==> src/rtl/ras_pkg.sv <==
package ras_pkg;

    // Decoded command for one cycle; restore outranks push and pop.
    typedef enum logic [1:0] {
        OP_IDLE    = 2'd0,
        OP_PUSH    = 2'd1,
        OP_POP     = 2'd2,
        OP_RESTORE = 2'd3
    } ras_op_t;

    // Occupancy of the ring.
    typedef enum logic [1:0] {
        OCC_EMPTY   = 2'd0,
        OCC_PARTIAL = 2'd1,
        OCC_FULL    = 2'd2
    } ras_occ_t;

endpackage

==> src/rtl/ras_tos_ptr.sv <==
module ras_tos_ptr
    import ras_pkg::*;
#(
    parameter int DEPTH = 12,
    parameter int IDX_W = $clog2(DEPTH)
) (
    input  logic             clk,
    input  logic             rst_n,
    input  ras_op_t          op,
    input  logic [IDX_W-1:0] rs_idx,
    output logic [IDX_W-1:0] tos_o,
    output logic [IDX_W-1:0] inc_tos_o
);
    localparam logic [IDX_W-1:0] IDX_LAST = IDX_W'(DEPTH - 1);

    logic [IDX_W-1:0] tos_q;
    logic [IDX_W-1:0] tos_inc;
    logic [IDX_W-1:0] tos_dec;
    logic [IDX_W-1:0] tos_d;

    always_comb begin
        tos_inc = (tos_q == IDX_LAST) ? '0 : tos_q + 1'b1;
        tos_dec = (tos_q == '0) ? IDX_LAST : tos_q - 1'b1;
        unique case (op)
            OP_PUSH:    tos_d = tos_inc;
            OP_POP:     tos_d = tos_dec;
            OP_RESTORE: tos_d = rs_idx;
            OP_IDLE:    tos_d = tos_q;
        endcase
    end

    always_ff @(posedge clk or negedge rst_n) begin
        if (!rst_n) tos_q <= '0;
        else        tos_q <= tos_d;
    end

    assign tos_o     = tos_q;
    assign inc_tos_o = tos_inc;


    push_wrap_chk: assert property (@(posedge clk) disable iff (!rst_n)
        (op == OP_PUSH && tos_o == IDX_LAST) |=> (tos_o == '0));

    pop_wrap_chk: assert property (@(posedge clk) disable iff (!rst_n)
        (op == OP_POP && tos_o == '0) |=> (tos_o == IDX_LAST));

    restore_idx_chk: assert property (@(posedge clk) disable iff (!rst_n)
        (op == OP_RESTORE) |=> (tos_o == $past(rs_idx)));

    idle_hold_chk: assert property (@(posedge clk) disable iff (!rst_n)
        (op == OP_IDLE) |=> $stable(tos_o));
endmodule

==> src/rtl/ras_occupancy.sv <==
module ras_occupancy
    import ras_pkg::*;
#(
    parameter int DEPTH = 12,
    parameter int CNT_W = $clog2(DEPTH + 1)
) (
    input  logic    clk,
    input  logic    rst_n,
    input  ras_op_t op,
    output logic    empty_o,
    output logic    full_o
);
    localparam logic [CNT_W-1:0] CNT_MAX  = CNT_W'(DEPTH);
    localparam logic [CNT_W-1:0] CNT_NEAR = CNT_W'(DEPTH - 1);
    localparam logic [CNT_W-1:0] CNT_ONE  = CNT_W'(1);

    ras_occ_t         state_q, state_d;
    logic [CNT_W-1:0] cnt_q, cnt_d;

    // Next occupancy state and count.
    always_comb begin
        state_d = state_q;
        cnt_d   = cnt_q;
        unique case (state_q)
            OCC_EMPTY: begin
                if (op == OP_PUSH) begin
                    state_d = OCC_PARTIAL;
                    cnt_d   = CNT_ONE;
                end
            end
            OCC_PARTIAL: begin
                if (op == OP_PUSH) begin
                    cnt_d = cnt_q + 1'b1;
                    if (cnt_q == CNT_NEAR) state_d = OCC_FULL;
                end else if (op == OP_POP) begin
                    cnt_d = cnt_q - 1'b1;
                    if (cnt_q == CNT_ONE) state_d = OCC_EMPTY;
                end
            end
            OCC_FULL: begin
                if (op == OP_POP) begin
                    state_d = OCC_PARTIAL;
                    cnt_d   = cnt_q - 1'b1;
                end
            end
            default: begin
                state_d = OCC_EMPTY;
                cnt_d   = '0;
            end
        endcase
    end

    // State register.
    always_ff @(posedge clk or negedge rst_n) begin
        if (!rst_n) begin
            state_q <= OCC_EMPTY;
            cnt_q   <= '0;
        end else begin
            state_q <= state_d;
            cnt_q   <= cnt_d;
        end
    end

    // Outputs.
    always_comb begin
        empty_o = (state_q == OCC_EMPTY);
        full_o  = (state_q == OCC_FULL);
    end


    empty_cnt_chk: assert property (@(posedge clk) disable iff (!rst_n)
        (state_q == OCC_EMPTY) == (cnt_q == '0));

    full_cnt_chk: assert property (@(posedge clk) disable iff (!rst_n)
        (state_q == OCC_FULL) == (cnt_q == CNT_MAX));

    restore_cnt_chk: assert property (@(posedge clk) disable iff (!rst_n)
        (op == OP_RESTORE) |=> $stable(cnt_q));

    full_push_chk: assert property (@(posedge clk) disable iff (!rst_n)
        (full_o && op == OP_PUSH) |=> full_o);

    cnt_bound_chk: assert property (@(posedge clk) disable iff (!rst_n)
        cnt_q <= CNT_MAX);
endmodule

==> src/rtl/ras_entry_file.sv <==
module ras_entry_file #(
    parameter int DEPTH  = 12,
    parameter int ADDR_W = 32,
    parameter int IDX_W  = $clog2(DEPTH)
) (
    input  logic              clk,
    input  logic              rst_n,
    input  logic              wr_en,
    input  logic [IDX_W-1:0]  wr_idx,
    input  logic [ADDR_W-1:0] wr_data,
    input  logic [IDX_W-1:0]  rd_idx,
    output logic [ADDR_W-1:0] rd_data
);
    logic [ADDR_W-1:0] slot_q [DEPTH];

    for (genvar g = 0; g < DEPTH; g++) begin : g_slot
        always_ff @(posedge clk or negedge rst_n) begin
            if (!rst_n)                                slot_q[g] <= '0;
            else if (wr_en && wr_idx == IDX_W'(g))     slot_q[g] <= wr_data;
        end
    end

    assign rd_data = (int'(rd_idx) < DEPTH) ? slot_q[rd_idx] : '0;


    rd_range_chk: assert property (@(posedge clk) disable iff (!rst_n)
        int'(rd_idx) < DEPTH);
endmodule

==> src/rtl/retaddr_stack.sv <==
module retaddr_stack
    import ras_pkg::*;
#(
    parameter int DEPTH  = 12,
    parameter int ADDR_W = 32,
    parameter int IDX_W  = $clog2(DEPTH)
) (
    input  logic              clk,
    input  logic              rst_n,
    input  logic              push_i,
    input  logic [ADDR_W-1:0] push_addr_i,
    input  logic              pop_i,
    input  logic              restore_i,
    input  logic [IDX_W-1:0]  restore_idx_i,
    input  logic [ADDR_W-1:0] restore_addr_i,
    output logic [ADDR_W-1:0] top_addr_o,
    output logic [IDX_W-1:0]  top_idx_o,
    output logic              empty_o,
    output logic              full_o
);
    ras_op_t           op;
    logic              rs_ok;
    logic [IDX_W-1:0]  inc_tos;
    logic              wr_en;
    logic [IDX_W-1:0]  wr_idx;
    logic [ADDR_W-1:0] wr_data;

    // Command decode: valid restore first, then a lone push or pop.
    always_comb begin
        rs_ok = restore_i && (int'(restore_idx_i) < DEPTH);
        if (rs_ok)                op = OP_RESTORE;
        else if (push_i && !pop_i) op = OP_PUSH;
        else if (pop_i && !push_i) op = OP_POP;
        else                       op = OP_IDLE;
    end

    always_comb begin
        wr_en   = 1'b0;
        wr_idx  = inc_tos;
        wr_data = push_addr_i;
        unique case (op)
            OP_PUSH: wr_en = 1'b1;
            OP_RESTORE: begin
                wr_en   = 1'b1;
                wr_idx  = restore_idx_i;
                wr_data = restore_addr_i;
            end
            OP_POP, OP_IDLE: wr_en = 1'b0;
        endcase
    end

    ras_tos_ptr #(.DEPTH(DEPTH), .IDX_W(IDX_W)) u_ptr (
        .clk       (clk),
        .rst_n     (rst_n),
        .op        (op),
        .rs_idx    (restore_idx_i),
        .tos_o     (top_idx_o),
        .inc_tos_o (inc_tos)
    );

    ras_occupancy #(.DEPTH(DEPTH)) u_occ (
        .clk     (clk),
        .rst_n   (rst_n),
        .op      (op),
        .empty_o (empty_o),
        .full_o  (full_o)
    );

    ras_entry_file #(.DEPTH(DEPTH), .ADDR_W(ADDR_W), .IDX_W(IDX_W)) u_file (
        .clk     (clk),
        .rst_n   (rst_n),
        .wr_en   (wr_en),
        .wr_idx  (wr_idx),
        .wr_data (wr_data),
        .rd_idx  (top_idx_o),
        .rd_data (top_addr_o)
    );


    push_visible_chk: assert property (@(posedge clk) disable iff (!rst_n)
        (push_i && !pop_i && !restore_i) |=> (top_addr_o == $past(push_addr_i)));

    restore_visible_chk: assert property (@(posedge clk) disable iff (!rst_n)
        (restore_i && int'(restore_idx_i) < DEPTH) |=> (top_addr_o == $past(restore_addr_i)));

    bad_restore_chk: assert property (@(posedge clk) disable iff (!rst_n)
        (restore_i && int'(restore_idx_i) >= DEPTH && !push_i && !pop_i) |=> $stable(top_idx_o));

    flags_excl_chk: assert property (@(posedge clk) disable iff (!rst_n)
        !(empty_o && full_o));
endmodule

==> config.mk <==
export PLATFORM = sky130hd
export DESIGN_NAME = retaddr_stack
export DESIGN_NICKNAME = d
export VERILOG_FILES = /design/src/rtl/ras_pkg.sv /design/src/rtl/ras_tos_ptr.sv /design/src/rtl/ras_occupancy.sv /design/src/rtl/ras_entry_file.sv /design/src/rtl/retaddr_stack.sv
export SDC_FILE = /design/constraint.sdc
export NUM_CORES = 1
export LEC_CHECK = 0
export ABC_AREA = 1
export BUFFER_PORTS_ARGS = -buffer_cell sky130_fd_sc_hd__buf_2
export CAP_MARGIN = 20
export CORE_ASPECT_RATIO = 1.75
export CORE_MARGIN = 2
export CORE_UTILIZATION = 40
export CTS_CLUSTER_DIAMETER = 150
export DETAILED_ROUTE_END_ITERATION = 10
export MAX_ROUTING_LAYER = met4
export PLACE_DENSITY = 0.58
export SYNTH_ARGS = -nofsm -noshare
export SYNTH_HDL_FRONTEND = slang
export SYNTH_SLANG_ARGS = --single-unit
==> constraint.sdc <==
create_clock -name clk -period 2.75 [get_ports clk]
set_clock_uncertainty 0.05 [all_clocks]
set_input_delay 0.55 -clock clk [delete_from_list [all_inputs] [get_ports clk]]
set_output_delay 0.55 -clock clk [all_outputs]
set_load 0.05 [all_outputs]
==> impl_metrics.yaml <==
global_route:
  grt_pass1_wl_um: 117000
  grt_usage_pct: 30.1
  grt_pass1_vias: 19500
  grt_max_degree: 81
  overflow: 0
  antenna_found_initial: 0
power_and_ir_drop:
  finalPower_mw: 28.4
  peakVddDrop_mv: 0.492
  power.density_mw_per_mm2: 1140
  internal_power_mw: 16.5
  combPwrFrac_pct: 44.6
  p_leak_nw: 12.4
  power_switching_mw: 11.9
  switching_share_pct: 42.0
  p_seq_share_pct: 35.1
  clockPowerShare_pct: 20.3
clock_network:
  tritoncts: "done"
  cts_max_level: 2
  cts-root-buf: "clkbuf_16"
  cts_made_buffers: 39
  clockBufferDepth: 3
  cts_sinks: 394
  clkLatencyLatePin_ns: 0.55
  clk_pin_slew_ns: 0.06
status:
  outcome: "finished with violations"
  failed_checks: "setup timing"
drt:
  antenna_left: 0
  wirelength_um: 80400
  routed_via_density: 5.86
  first_iter_violations: 2133
  dr.pass1.iters: 6
  wl_per_cell_um: 23.6
  drc: 0
  vias: 20000
floorplan:
  start_util_pct: 40.3
  die-area_mm2: 0.0517
  rows: 108
  die_x_um: 173
  num_io_pins: 111
  core-area_mm2: 0.0495
  die_h_um: 299
setup_path:
  critPathKind: "flip-flop to output pin"
  required_ns: 2.15
  worstPathMaxFanout: 16
  setup.worst_path.start: "u_ptr.tos_o[0]"
  ff2ff_setup_slack_ns: 0.03
  critPathLaunchType: "flip-flop"
  reg2reg_depth: 13
  r2r_start: "u_ptr.tos_o[0]"
  arrival_ns: 2.23
  crit_path_end_kind: "output pin"
  regToRegEndpoint: "u_file.slot_q[189]"
timing:
  setup_slack_ns: -0.0839
  final_hold_viol_count: 0
  setup_viol: 24
  slew_headroom_pct: 55.1
  whs_ns: 0.303
  worst_pin_slew_ns: 0.673
  finalCritPeriodShare_pct: 103
  rsz0062_at_grt: "true"
  finalCriticalPeriod_ns: 2.83
  slew_violations: 0
  max_freq_mhz: 353
cells_and_area:
  nNetsFinal: 2802
  layout_commonest_cell: "nand2_1"
  fin_area_mm2: 0.0249
  area_delta_synth_final_pct: 24.9
  num_antenna_cells: 0
  nFillCells: 4816
  final-instance-count-excl-fill: 3414
  drive_gt1_share_pct: 16.0
  most-common-layout-cells: "1003 x nand2_1, 390 x dfrtp_1, 215 x o21ai_0"
hold_path:
  holdPathEnd: "u_ptr.tos_o[2]"
  holdPathStages: 3
  hold_start: "restore_idx_i[2]"
  hold_class: "input pin to flip-flop"
logic_synthesis:
  async_flop_share_pct: 100
  synth_edf_count: 0
  synth-main-ff-cell: "dfrtp_1"
  yosysUniqueCellTypes: 28
  synthCells: 2663
  synth.net_count: 2741
  yosysWarnings: 0
  synth_area_mm2: 0.0199
  syn_avg_cell_area_um2: 7.49
  ys_seq_area_share_pct: 49.5
  synth-seq-cells: 394
placement:
  placedInstanceArea_mm2: 0.0218
  hpwlAfterDp_um: 43100
  gp_congestion: 0.858
  port_buffers: 110
  place_inst: 3283
job:
  drv_cap: 0
==> metrics by stage <==
stage	setup slack [ns]	setup TNS, ns	util (%)
after floorplan	0.00330	0	-
after global placement	0.186	0	44.0
after detailed placement	0.0542	0	44.0
after CTS	-0.121	-6.18	48.5
after global routing	-0.105	-2.71	50.4
final	-0.0839	-0.912	50.4
==> worst max-delay path: stages (launching register included) <==
cell	delay, ns
dfrtp_4	0.53
buf_12	0.19
clkinv_16	0.10
buf_16	0.17
nor2_1	0.06
o22ai_2	0.23
nand2_1	0.11
nand3_2	0.12
buf_8	0.16
==> routing by layer <==
metal	global-route usage, %	wire length, um	vias up
li1	-	-	8928
met1	34.3	29200	9843
met2	51.5	41000	980
met3	3.59	5720	267
met4	17.1	4470	0
met5	-	0	-
==> how the worst max path moves through the flow <==
stage,end,slack [ns],depth (start not counted)
global placement,u_file.slot_q[9],0.19,10
floorplan,top_addr_o[29],0.003,8
finish,top_addr_o[26],-0.08,8
global route,top_addr_o[31],-0.11,8
CTS,top_addr_o[10],-0.12,8
detailed placement,u_file.slot_q[272],0.05,11
==> repair_timing <==
action                                  CTS  global route
endpoints found under the setup margin   32           412
gates cloned                             13            22
buffers inserted                         15            11
hold endpoints to repair                 49             0
gates resized for setup                 111           177
hold buffers                              1             0
pin swaps                                11            29
==> cell type report <==
class	instances	area [um^2]	share of cell area [%]
clock buffer	60	1170	4.69
clock inverter	11	183	0.733
inverter	29	150	0.603
multi-input combinational	1993	9370	37.6
sequential	394	9870	39.6
tap	660	826	3.32
timing repair buffer	264	3290	13.2
timing repair inverter	3	48.8	0.196
==> cells in the mapped netlist, types with 9 or more instances <==
| library cell | number | area (um^2) |
|---|---|---|
| inv_1 | 20 | 75.1 |
| nand3_1 | 183 | 916 |
| buf_1 | 13 | 48.8 |
| dfrtp_1 | 394 | 9860 |
| inv_2 | 9 | 33.8 |
| o21ai_1 | 27 | 135 |
| o22ai_1 | 96 | 601 |
| buf_2 | 76 | 380 |
| nand4_1 | 131 | 820 |
| nand2_1 | 1011 | 3790 |
| nor2_1 | 210 | 788 |
| buf_4 | 23 | 173 |
| o21ai_0 | 300 | 1500 |
| clkbuf_1 | 132 | 495 |
| nor2_2 | 9 | 56.3 |
==> power groups by stage <==
stage	clock (mW)	combinational [mW]	sequential, mW
2_1_floorplan	0	7.10	9.51
3_3_place_gp	0	10.3	9.81
3_5_place_dp	0	10.5	9.89
4_1_cts	5.84	11.7	9.83
5_1_grt	6.06	13.6	10.2
6_report	5.78	12.7	9.98
==> cells by family (layout without fill, tap and decap cells) <==
| kind of cell | Yosys count | after routing | share of synthesized area [%] |
|---|---|---|---|
| adder cells (fa/ha/maj) | 5 | 5 | 0.314 |
| AO/OA/AOI/OAI | 432 | 432 | 11.5 |
| AND/OR/NAND/NOR | 1552 | 1552 | 32.3 |
| flip-flops | 394 | 394 | 49.5 |
| XOR/XNOR | 4 | 4 | 0.176 |
| buffers and inverters | 276 | 367 | 6.16 |
==> sequential cells by signal, indices dropped and copies added, names as in the netlist <==
| signal | flops |
|---|---|
| u_file.slot_q | 384 |
| u_occ.cnt_q | 4 |
| u_occ.state_q | 2 |
| u_ptr.tos_o | 4 |
(Power assumes the default switching activity.)
